File: config.mk
export PLATFORM = sky130hd
export DESIGN_NAME = victim_cache
export DESIGN_NICKNAME = d
export VERILOG_FILES = /design/src/rtl/vc_pkg.sv /design/src/rtl/vc_control.sv /design/src/rtl/vc_datapath.sv /design/src/rtl/victim_cache.sv
export SDC_FILE = /design/constraint.sdc
export NUM_CORES = 1
export LEC_CHECK = 0
export BUFFER_PORTS_ARGS = -buffer_cell sky130_fd_sc_hd__clkbuf_2
export CAP_MARGIN = 25
export CELL_PAD_IN_SITES_DETAIL_PLACEMENT = 1
export CELL_PAD_IN_SITES_GLOBAL_PLACEMENT = 2
export CORE_MARGIN = 8
export CORE_UTILIZATION = 41
export DETAILED_ROUTE_END_ITERATION = 8
export PLACE_DENSITY_LB_ADDON = 0.1
export SLEW_MARGIN = 5
export SYNTH_ARGS = -nofsm -noshare
export SYNTH_HDL_FRONTEND = slang
export SYNTH_SLANG_ARGS = --single-unit
File: constraint.sdc
create_clock -name clk -period 10.2 [get_ports clk]
set_input_delay 0.51 -clock clk [delete_from_list [all_inputs] [get_ports clk]]
set_output_delay 0.51 -clock clk [all_outputs]
set_load 0.01 [all_outputs]
File: src/rtl/vc_pkg.sv
package vc_pkg;
  // Slot numbers are carried at a width large enough for the biggest supported buffer.
  localparam int SLOT_W = 3;

  typedef struct packed {
    logic              lookup;  // a request is being answered
    logic              hit;     // the request matched an entry
    logic              write;   // store the evicted block into slot
    logic              clear;   // empty the entry in slot
    logic [SLOT_W-1:0] slot;    // entry being read and/or written
  } vcStrobe_t;
endpackage

File: src/rtl/vc_control.sv
module vc_control
  import vc_pkg::*;
#(
  parameter int ENTRIES = 4
) (
  input  logic               clk,
  input  logic               rstN,
  input  logic               reqValid,
  input  logic               evValid,
  input  logic [ENTRIES-1:0] hitVec,
  output vcStrobe_t          strb
);
  localparam int IDX_W = (ENTRIES > 1) ? $clog2(ENTRIES) : 1;
  localparam logic [IDX_W-1:0] LAST = IDX_W'(ENTRIES - 1);

  logic [IDX_W-1:0] rrPtr;
  logic [IDX_W-1:0] hitIdx;
  logic             hitAny;
  logic             insert;

  assign hitAny = |hitVec;

  always_comb begin
    hitIdx = '0;
    for (int i = 0; i < ENTRIES; i++) begin
      if (hitVec[i]) hitIdx = IDX_W'(i);
    end
  end

  assign insert = reqValid && !hitAny && evValid;

  always_ff @(posedge clk or negedge rstN) begin
    if (!rstN) begin
      rrPtr <= '0;
    end else if (insert) begin
      rrPtr <= (rrPtr == LAST) ? '0 : rrPtr + 1'b1;
    end
  end

  always_comb begin
    strb.lookup = reqValid;
    strb.hit    = reqValid && hitAny;
    strb.write  = reqValid && evValid;
    strb.clear  = reqValid && hitAny && !evValid;
    strb.slot   = SLOT_W'(hitAny ? hitIdx : rrPtr);
  end
endmodule

File: src/rtl/vc_datapath.sv
module vc_datapath
  import vc_pkg::*;
#(
  parameter int ENTRIES = 4,
  parameter int ADDR_W  = 26,
  parameter int DATA_W  = 64
) (
  input  logic               clk,
  input  logic               rstN,
  input  vcStrobe_t          strb,
  input  logic [ADDR_W-1:0]  reqAddr,
  input  logic [ADDR_W-1:0]  evAddr,
  input  logic               evDirty,
  input  logic [DATA_W-1:0]  evData,
  output logic [ENTRIES-1:0] hitVec,
  output logic               rspValid,
  output logic               rspHit,
  output logic [DATA_W-1:0]  rspData,
  output logic               rspDirty,
  output logic               fwdValid,
  output logic [ADDR_W-1:0]  fwdAddr,
  output logic               wbValid,
  output logic [ADDR_W-1:0]  wbAddr,
  output logic [DATA_W-1:0]  wbData
);
  logic [ENTRIES-1:0] valid;
  logic [ENTRIES-1:0] dirty;
  logic [ENTRIES-1:0] selVec;
  logic [ADDR_W-1:0]  tagAddr [ENTRIES];
  logic [DATA_W-1:0]  blk     [ENTRIES];

  logic [ADDR_W-1:0] selAddr;
  logic [DATA_W-1:0] selData;
  logic              selValid;
  logic              selDirty;

  for (genvar g = 0; g < ENTRIES; g++) begin : gEntry
    assign hitVec[g] = valid[g] && (tagAddr[g] == reqAddr);
    assign selVec[g] = (strb.slot == SLOT_W'(g));
  end

  // Read port for the selected slot (returned block or displaced victim).
  always_comb begin
    selAddr  = '0;
    selData  = '0;
    selValid = 1'b0;
    selDirty = 1'b0;
    for (int i = 0; i < ENTRIES; i++) begin
      if (selVec[i]) begin
        selAddr  = tagAddr[i];
        selData  = blk[i];
        selValid = valid[i];
        selDirty = dirty[i];
      end
    end
  end

  always_ff @(posedge clk or negedge rstN) begin
    if (!rstN) begin
      valid <= '0;
      dirty <= '0;
    end else begin
      for (int i = 0; i < ENTRIES; i++) begin
        if (strb.write && selVec[i]) begin
          valid[i] <= 1'b1;
          dirty[i] <= evDirty;
        end else if (strb.clear && selVec[i]) begin
          valid[i] <= 1'b0;
        end
      end
    end
  end

  always_ff @(posedge clk) begin
    for (int i = 0; i < ENTRIES; i++) begin
      if (strb.write && selVec[i]) begin
        tagAddr[i] <= evAddr;
        blk[i]     <= evData;
      end
    end
  end

  always_ff @(posedge clk or negedge rstN) begin
    if (!rstN) begin
      rspValid <= 1'b0;
      rspHit   <= 1'b0;
      rspData  <= '0;
      rspDirty <= 1'b0;
      fwdValid <= 1'b0;
      fwdAddr  <= '0;
      wbValid  <= 1'b0;
      wbAddr   <= '0;
      wbData   <= '0;
    end else begin
      rspValid <= strb.lookup;
      rspHit   <= strb.hit;
      rspData  <= strb.hit ? selData : '0;
      rspDirty <= strb.hit && selDirty;
      fwdValid <= strb.lookup && !strb.hit;
      fwdAddr  <= reqAddr;
      wbValid  <= strb.write && !strb.hit && selValid && selDirty;
      wbAddr   <= selAddr;
      wbData   <= selData;
    end
  end
endmodule

File: src/rtl/victim_cache.sv
module victim_cache
  import vc_pkg::*;
#(
  parameter int ENTRIES = 4,
  parameter int ADDR_W  = 26,
  parameter int DATA_W  = 64
) (
  input  logic              clk,
  input  logic              rstN,
  input  logic              reqValid,
  input  logic [ADDR_W-1:0] reqAddr,
  input  logic              evValid,
  input  logic [ADDR_W-1:0] evAddr,
  input  logic              evDirty,
  input  logic [DATA_W-1:0] evData,
  output logic              rspValid,
  output logic              rspHit,
  output logic [DATA_W-1:0] rspData,
  output logic              rspDirty,
  output logic              fwdValid,
  output logic [ADDR_W-1:0] fwdAddr,
  output logic              wbValid,
  output logic [ADDR_W-1:0] wbAddr,
  output logic [DATA_W-1:0] wbData
);
  vcStrobe_t          strb;
  logic [ENTRIES-1:0] hitVec;

  vc_control #(.ENTRIES(ENTRIES)) u_ctrl (
    .clk(clk), .rstN(rstN), .reqValid(reqValid), .evValid(evValid),
    .hitVec(hitVec), .strb(strb)
  );

  vc_datapath #(.ENTRIES(ENTRIES), .ADDR_W(ADDR_W), .DATA_W(DATA_W)) u_dp (
    .clk(clk), .rstN(rstN), .strb(strb), .reqAddr(reqAddr),
    .evAddr(evAddr), .evDirty(evDirty), .evData(evData), .hitVec(hitVec),
    .rspValid(rspValid), .rspHit(rspHit), .rspData(rspData),
    .rspDirty(rspDirty), .fwdValid(fwdValid), .fwdAddr(fwdAddr),
    .wbValid(wbValid), .wbAddr(wbAddr), .wbData(wbData)
  );
endmodule

==> flow_summary.json, run 1 <==
{
  "status": "completed",
  "drtAntennaViolNets": 0,
  "grt_pass1_wl_mm": 86.0,
  "synthCells": 1303,
  "synth_cell_types": 43,
  "hp-class": "in -> reg",
  "worstMarginPinSlew_ns": 0.983,
  "syn_avg_cell_area_um2": 16.1,
  "hold_slack_ns": 0.108,
  "hpwlAfterDp_mm": 37.7,
  "gr-total-overflow": 0,
  "clk_pin_slew_worst_paths_ns": 0.06,
  "async_reset_ff_share_pct": 35.1,
  "start_util_pct": 41.6,
  "antenna_found_initial": 6,
  "ys.flop_type": "edfxtp_1",
  "syn_area_um2": 20900,
  "grt_max_degree": 93,
  "clock_skew_ns": 0.0171,
  "crit_path_start": "u_dp.tagAddr[0][5]$_DFFE_PP_",
  "drt_first_pass_iters": 5,
  "post_cts_buffers": 0,
  "min_period_ns": 5.18,
  "fill_cells": 4903,
  "synth_top_area_share_pct": 51.7,
  "rsz0062_at_grt": "no",
  "vias_per_cell": 5.26,
  "finish.utilization_pct": 50.0,
  "cts_made_buffers": 59,
  "finalHoldViolCount": 0,
  "grt_usage_pct": 19.1,
  "drive_gt1_share_pct": 27.4,
  "drc": 0,
  "multi_input_area_um2": 4860,
  "synth_edf_count": 360,
  "synth_area_leaders": "edfxtp_1 (52%), dfrtp_1 (23%), a211oi_1 (5.1%)",
  "ios": 306,
  "grt-busiest-layer": "met2",
  "drv_cap": 0,
  "coreArea_um2": 50300,
  "place_congestion": 0.828,
  "clockBufferDepth": 3,
  "synthToLayoutAreaGrowth_pct": 20.2,
  "leakage_nw": 9.84,
  "slew_viol_final": 0,
  "worstHoldStart": "reqValid",
  "r2r_start": "u_dp.tagAddr[0][5]$_DFFE_PP_",
  "setup_viol": 0,
  "cts.sinks": 555,
  "cp.arrival_ns": 5.41,
  "route.vias.total": 12296,
  "final_cell_mix": "edfxtp_1 (360), clkbuf_2 (304), dfrtp_1 (195)",
  "required_ns": 10.42,
  "cts_resized": 0,
  "rows": 82,
  "first_global_vias": 13405,
  "dieWidth_um": 242,
  "cp-start-kind": "flip-flop",
  "pre_cts_ws_ns": 4.73,
  "fin_crit_sh_pct": 50.8,
  "fp.dieH_um": 242,
  "root_buffer": "clkbuf_16",
  "nets": 1736,
  "syn_nets": 1425,
  "portBuffers": 305,
  "first_iter_violations": 646,
  "slew_headroom_pct": 34.5,
  "met3_usage_pct": 3.87,
  "layout_commonest_cell": "edfxtp_1",
  "wirelength_mm": 56.6,
  "fmax_mhz": 193,
  "postCtsHoldBufs": 1,
  "endpoint_kind": "flip-flop",
  "synth_seq_cells": 555,
  "yosys_warnings": 0,
  "cp_max_fo": 77,
  "peakVddDrop_mv": 0.158,
  "htreeDepth": 2,
  "die_area_um2": 58500,
  "synth_top_area_cell": "edfxtp_1",
  "clk_latency_ns": 0.61,
  "grt_util_met1_pct": 25.4,
  "cts_tree": "done",
  "wire_per_inst_um": 24.2,
  "finalSetupTns_ns": 0,
  "fin_total_pwr_mw": 6.49,
  "ys_seq_area_share_pct": 75.0,
  "worstSetupPathType": "reg -> reg",
  "use_met2_pct": 31.5,
  "fin_ws_ns": 5.02,
  "seqCellArea_um2": 15700,
  "powerDensity_nw_per_um2": 258
}
==> sequential cells by signal, indices dropped and copies added, names as in the netlist, 4 cells and up <==
register / cells
u_dp.valid: 4
u_dp.wbData: 64
u_dp.blk: 256
u_dp.fwdAddr: 26
u_dp.dirty: 4
u_dp.wbAddr: 26
u_dp.rspData: 64
u_dp.tagAddr: 104
==> cells in the mapped netlist, drive strengths merged (2+ instances only) <==
library cell  instances
a211oi              155
a21oi                65
a31oi                26
and2                 28
and3                 64
and3b                 3
and4                  2
buf                  56
clkbuf               22
dfrtp               195
edfxtp              360
inv                   3
mux2                  7
mux2i                66
nand2                57
nand2b                4
nand4                34
nor2                 13
nor3                  8
nor4                 15
o21ai                 3
o31ai                 4
or4                   3
xnor2                63
xor2                 41
==> metal layers <==
metal  up-vias  part of all wire (%)
met4         4                   2.3
met5         -                 0.048
met2       264                    48
li1       5626                     -
met1      6314                    45
met3        88                   4.6
==> path summary, 6_finish.rpt <==
kind | slack [ns] | cells past startpoint | end
worst max-delay path | 5.02 | 10 | u_dp.blk[0][40]$_DFFE_PP_
min in group asynchronous | 0.47 | 2 | u_dp.fwdAddr[14]$_DFF_PN0_
worst max register to register | 5.02 | 10 | u_dp.blk[0][40]$_DFFE_PP_
worst min-delay path | 0.11 | 1 | u_dp.rspValid$_DFF_PN0_
max in group asynchronous | 7.80 | 4 | u_dp.rspData[35]$_DFF_PN0_
worst min register to register | 0.48 | 1 | u_dp.dirty[3]$_DFFE_PN0P_
==> power breakdown <==
part           switching [mW]  internal (mW)  total, mW
sequential              0.118           2.74       2.86
combinational           0.994          0.491       1.48
clock                   0.868           1.28       2.15
==> cell families after synthesis <==
| group | count (synthesis) | share of synthesized area (%) |
|---|---|---|
| xor gates and xnor gates | 104 | 4.35 |
| and+or+nand+nor | 234 | 6.39 |
| muxes | 73 | 3.53 |
| adders and majority gates | 1 | 0.0598 |
| DFF | 555 | 75.0 |
| buffers and inverters | 81 | 2.05 |
| AOI/OAI and AO/OA | 255 | 8.60 |
==> metrics by stage <==
stage,cell area [µm²],cells
after global routing,25100,2336
after CTS,25100,2333
final,25100,2338
after global placement,23100,2222
after floorplan,20900,1303
after detailed placement,23100,2222
==> cell type report <==
| cell class | instances | share of cell area [%] |
|---|---|---|
| multi-input combinational | 667 | 19.3 |
| inverter | 3 | 0.0448 |
| timing repair buffer | 328 | 6.96 |
| clock inverter | 29 | 1.20 |
| antenna | 3 | 0.0299 |
| clock buffer | 81 | 6.68 |
| tap | 672 | 3.34 |
| sequential | 555 | 62.4 |
==> worst max-delay path, cell delays in order (launching register included) <==
cell	delay (ns)
edfxtp_1	0.45
xnor2_1	0.29
nand4_1	0.15
nor4_2	0.42
nand4_1	0.25
nand3_2	0.13
buf_4	0.60
nand2_8	0.58
nor3_2	0.38
buf_4	0.64
buf_4	0.74
No activity file was read; power rests on OpenSTA's default activity.
==> run 2, diff against run 1 <==
--- a/config.mk
+++ b/config.mk
@@ -5,12 +5,13 @@
 export SDC_FILE = /design/constraint.sdc
 export NUM_CORES = 1
 export LEC_CHECK = 0
+export ABC_AREA = 1
 export BUFFER_PORTS_ARGS = -buffer_cell sky130_fd_sc_hd__clkbuf_2
 export CAP_MARGIN = 25
 export CELL_PAD_IN_SITES_DETAIL_PLACEMENT = 1
 export CELL_PAD_IN_SITES_GLOBAL_PLACEMENT = 2
 export CORE_MARGIN = 8
-export CORE_UTILIZATION = 41
+export CORE_UTILIZATION = 34
 export DETAILED_ROUTE_END_ITERATION = 8
 export PLACE_DENSITY_LB_ADDON = 0.1
 export SLEW_MARGIN = 5
==> constraint.sdc (replaced) <==
create_clock -name clk -period 4.6 [get_ports clk]
set_input_delay 0.23 -clock clk [delete_from_list [all_inputs] [get_ports clk]]
set_output_delay 0.23 -clock clk [all_outputs]
set_load 0.01 [all_outputs]
==> flow_summary.json, run 2 <==
{
  "fin_crit_sh_pct": 77.4,
  "synthToLayoutAreaGrowth_pct": 26.3,
  "postCtsHoldBufs": 120,
  "synth_top_area_cell": "edfxtp_1",
  "fin_ws_ns": 1.04,
  "fp.dieH_um": 272,
  "synthMuxAreaShare_pct": 0.0505,
  "synth_common_cells": "nand2_1 (716), edfxtp_1 (360), inv_1 (217)",
  "grt_pass1_wl_mm": 110,
  "top_register": "u_dp.blk",
  "antenna_found_initial": 5,
  "start_util_pct": 34.1,
  "fin_total_pwr_mw": 14.8,
  "finalHoldViolCount": 0,
  "r2r_cells": 12,
  "hold_slack_ns": 0.116,
  "post_cts_buffers": 0,
  "setup_viol": 0,
  "grt_max_degree": 109,
  "finalSetupTns_ns": 0,
  "endpoint_kind": "flip-flop",
  "wirelength_mm": 73.2,
  "hpwlAfterDp_mm": 50.4,
  "synth_seq_cells": 555,
  "dieWidth_um": 272,
  "die_area_um2": 74000,
  "first_iter_violations": 817,
  "pre_cts_ws_ns": 0.920,
  "worstMarginPinSlew_ns": 1.01,
  "yosys.area_share.simple_pct": 17.6,
  "clock_skew_ns": 0.0252,
  "rows": 94,
  "largest_reg_flops": 256,
  "ys_seq_area_share_pct": 70.4,
  "wire_per_inst_um": 21.2,
  "worstSetupPathType": "reg -> reg",
  "vias_per_cell": 4.67,
  "powerDensity_nw_per_um2": 526,
  "root_buffer": "clkbuf_16",
  "syn_nets": 2211,
  "dp_cells": 3213,
  "synthCells": 2089,
  "slew_headroom_pct": 33.0,
  "portBuffers": 305,
  "r2r-end": "u_dp.tagAddr[2][14]$_DFFE_PP_",
  "synth-adder-area-share_pct": 0.0561,
  "clk_pin_slew_worst_paths_ns": 0.06,
  "drv_cap": 0,
  "status": "completed",
  "coreArea_um2": 65300,
  "placed_cell_area_um2": 24900,
  "synth_cell_types": 34,
  "peakVddDrop_mv": 0.285,
  "drt_first_pass_iters": 5,
  "async_reset_ff_share_pct": 35.1,
  "rsz0062_at_grt": "no",
  "clk_latency_ns": 0.63,
  "hp-class": "in -> async",
  "final_cell_mix": "nand2_1 (715), edfxtp_1 (360), clkbuf_2 (304)",
  "reg2reg_setup_slack_ns": 1.04,
  "required_ns": 4.85,
  "synth_edf_count": 360,
  "route.vias.total": 16103,
  "nets": 2653,
  "yosys_warnings": 0,
  "r2r_start": "u_dp.tagAddr[3][10]$_DFFE_PP_",
  "layout_commonest_cell": "nand2_1",
  "synth_area_leaders": "edfxtp_1 (49%), dfrtp_1 (22%), nand2_1 (12%)",
  "ios": 306,
  "leakage_nw": 12.7,
  "gr-total-overflow": 0,
  "cp-start-kind": "flip-flop",
  "first_global_vias": 17816,
  "ys.flop_type": "edfxtp_1",
  "drtAntennaViolNets": 0,
  "yosys.cell_count.top_type": "nand2_1",
  "syn_avg_cell_area_um2": 10.7,
  "min_period_ns": 3.56,
  "cts.sinks": 555,
  "htreeDepth": 2,
  "cp_max_fo": 63,
  "slew_viol_final": 0,
  "fill_cells": 7194,
  "synth_compound_area_share_pct": 4.88,
  "final_area_um2": 28100,
  "syn_area_um2": 22300,
  "synth_top_area_share_pct": 48.5,
  "fmax_mhz": 281,
  "place_congestion": 0.884,
  "finish.utilization_pct": 43.1,
  "clockBufferDepth": 3,
  "largestRegisters": "u_dp.blk x256, u_dp.tagAddr x104",
  "synth_top_family_by_area": "simple AND/OR/NAND/NOR gates",
  "cp.arrival_ns": 3.81,
  "cts_tree": "done",
  "cts_made_buffers": 60,
  "final_cells": 3450,
  "drive_gt1_share_pct": 18.3,
  "drc": 0,
  "synth_xor_area_share_pct": 1.22,
  "grt_usage_pct": 19.5,
  "cts_resized": 0
}
-- run 2: changes by cell type after synthesis, moves of 74 or more --
cell / change
nor2_1: +125
inv_1: +214
a211oi_1: -143
nand3_1: +98
o21ai_0: +74
nand2_1: +660
-- run 2: critical path, stage by stage (launching register included) --
cell	delay (ns)
edfxtp_1	0.42
xnor2_1	0.44
nand3_1	0.21
nor2_1	0.13
nand2_1	0.06
nor2_1	0.24
nor2_1	0.16
nand2_4	0.28
inv_2	0.10
nor2_4	0.12
nand2_1	0.14
inv_4	0.38
buf_12	0.43
-- run 2: worst max-delay path by stage --
| stage | slack, ns | end | startpoint | cells after the start |
|---|---|---|---|---|
| after floorplan | 0.72 | u_dp.blk[0][0]$_DFFE_PP_ | u_dp.tagAddr[2][2]$_DFFE_PP_ | 13 |
| after global placement | 0.93 | u_dp.tagAddr[2][23]$_DFFE_PP_ | reqAddr[10] | 13 |
| after detailed placement | 0.92 | u_dp.blk[2][33]$_DFFE_PP_ | reqAddr[10] | 13 |
| after CTS | 0.97 | u_dp.tagAddr[2][14]$_DFFE_PP_ | u_dp.tagAddr[3][10]$_DFFE_PP_ | 12 |
| after global routing | 0.78 | u_dp.tagAddr[2][14]$_DFFE_PP_ | u_dp.tagAddr[2][18]$_DFFE_PP_ | 12 |
| final | 1.04 | u_dp.tagAddr[2][14]$_DFFE_PP_ | u_dp.tagAddr[3][10]$_DFFE_PP_ | 12 |
-- run 2: layout make-up --
type	instances	area [µm²]	area share, %
multi-input combinational	1224	5320	18.9
tap	864	1080	3.84
inverter	241	917	3.26
clock inverter	36	457	1.62
timing repair buffer	449	3040	10.8
antenna	3	7.51	0.0267
sequential	555	15700	55.7
clock buffer	78	1630	5.79
-- run 2: where the power goes --
group          total [mW]  switching, mW  internal (mW)
logic                3.46           2.43           1.02
registers            6.32          0.269           6.05
clock network        5.04           2.03           3.02
-- run 2: cell families after synthesis --
kind of cell    Yosys count
xor+xnor                 31
mux                       1
flops                   555
simple gates            984
buf+inv                 310
fa+ha+maj                 1
compound gates          207
-- run 2: metal layers --
metal / wire [µm] / GRT usage (%)
met5: 22 / 0
met4: 2120 / 5.86
met3: 3080 / 3.72
met2: 36900 / 34.5
met1: 31100 / 24.0
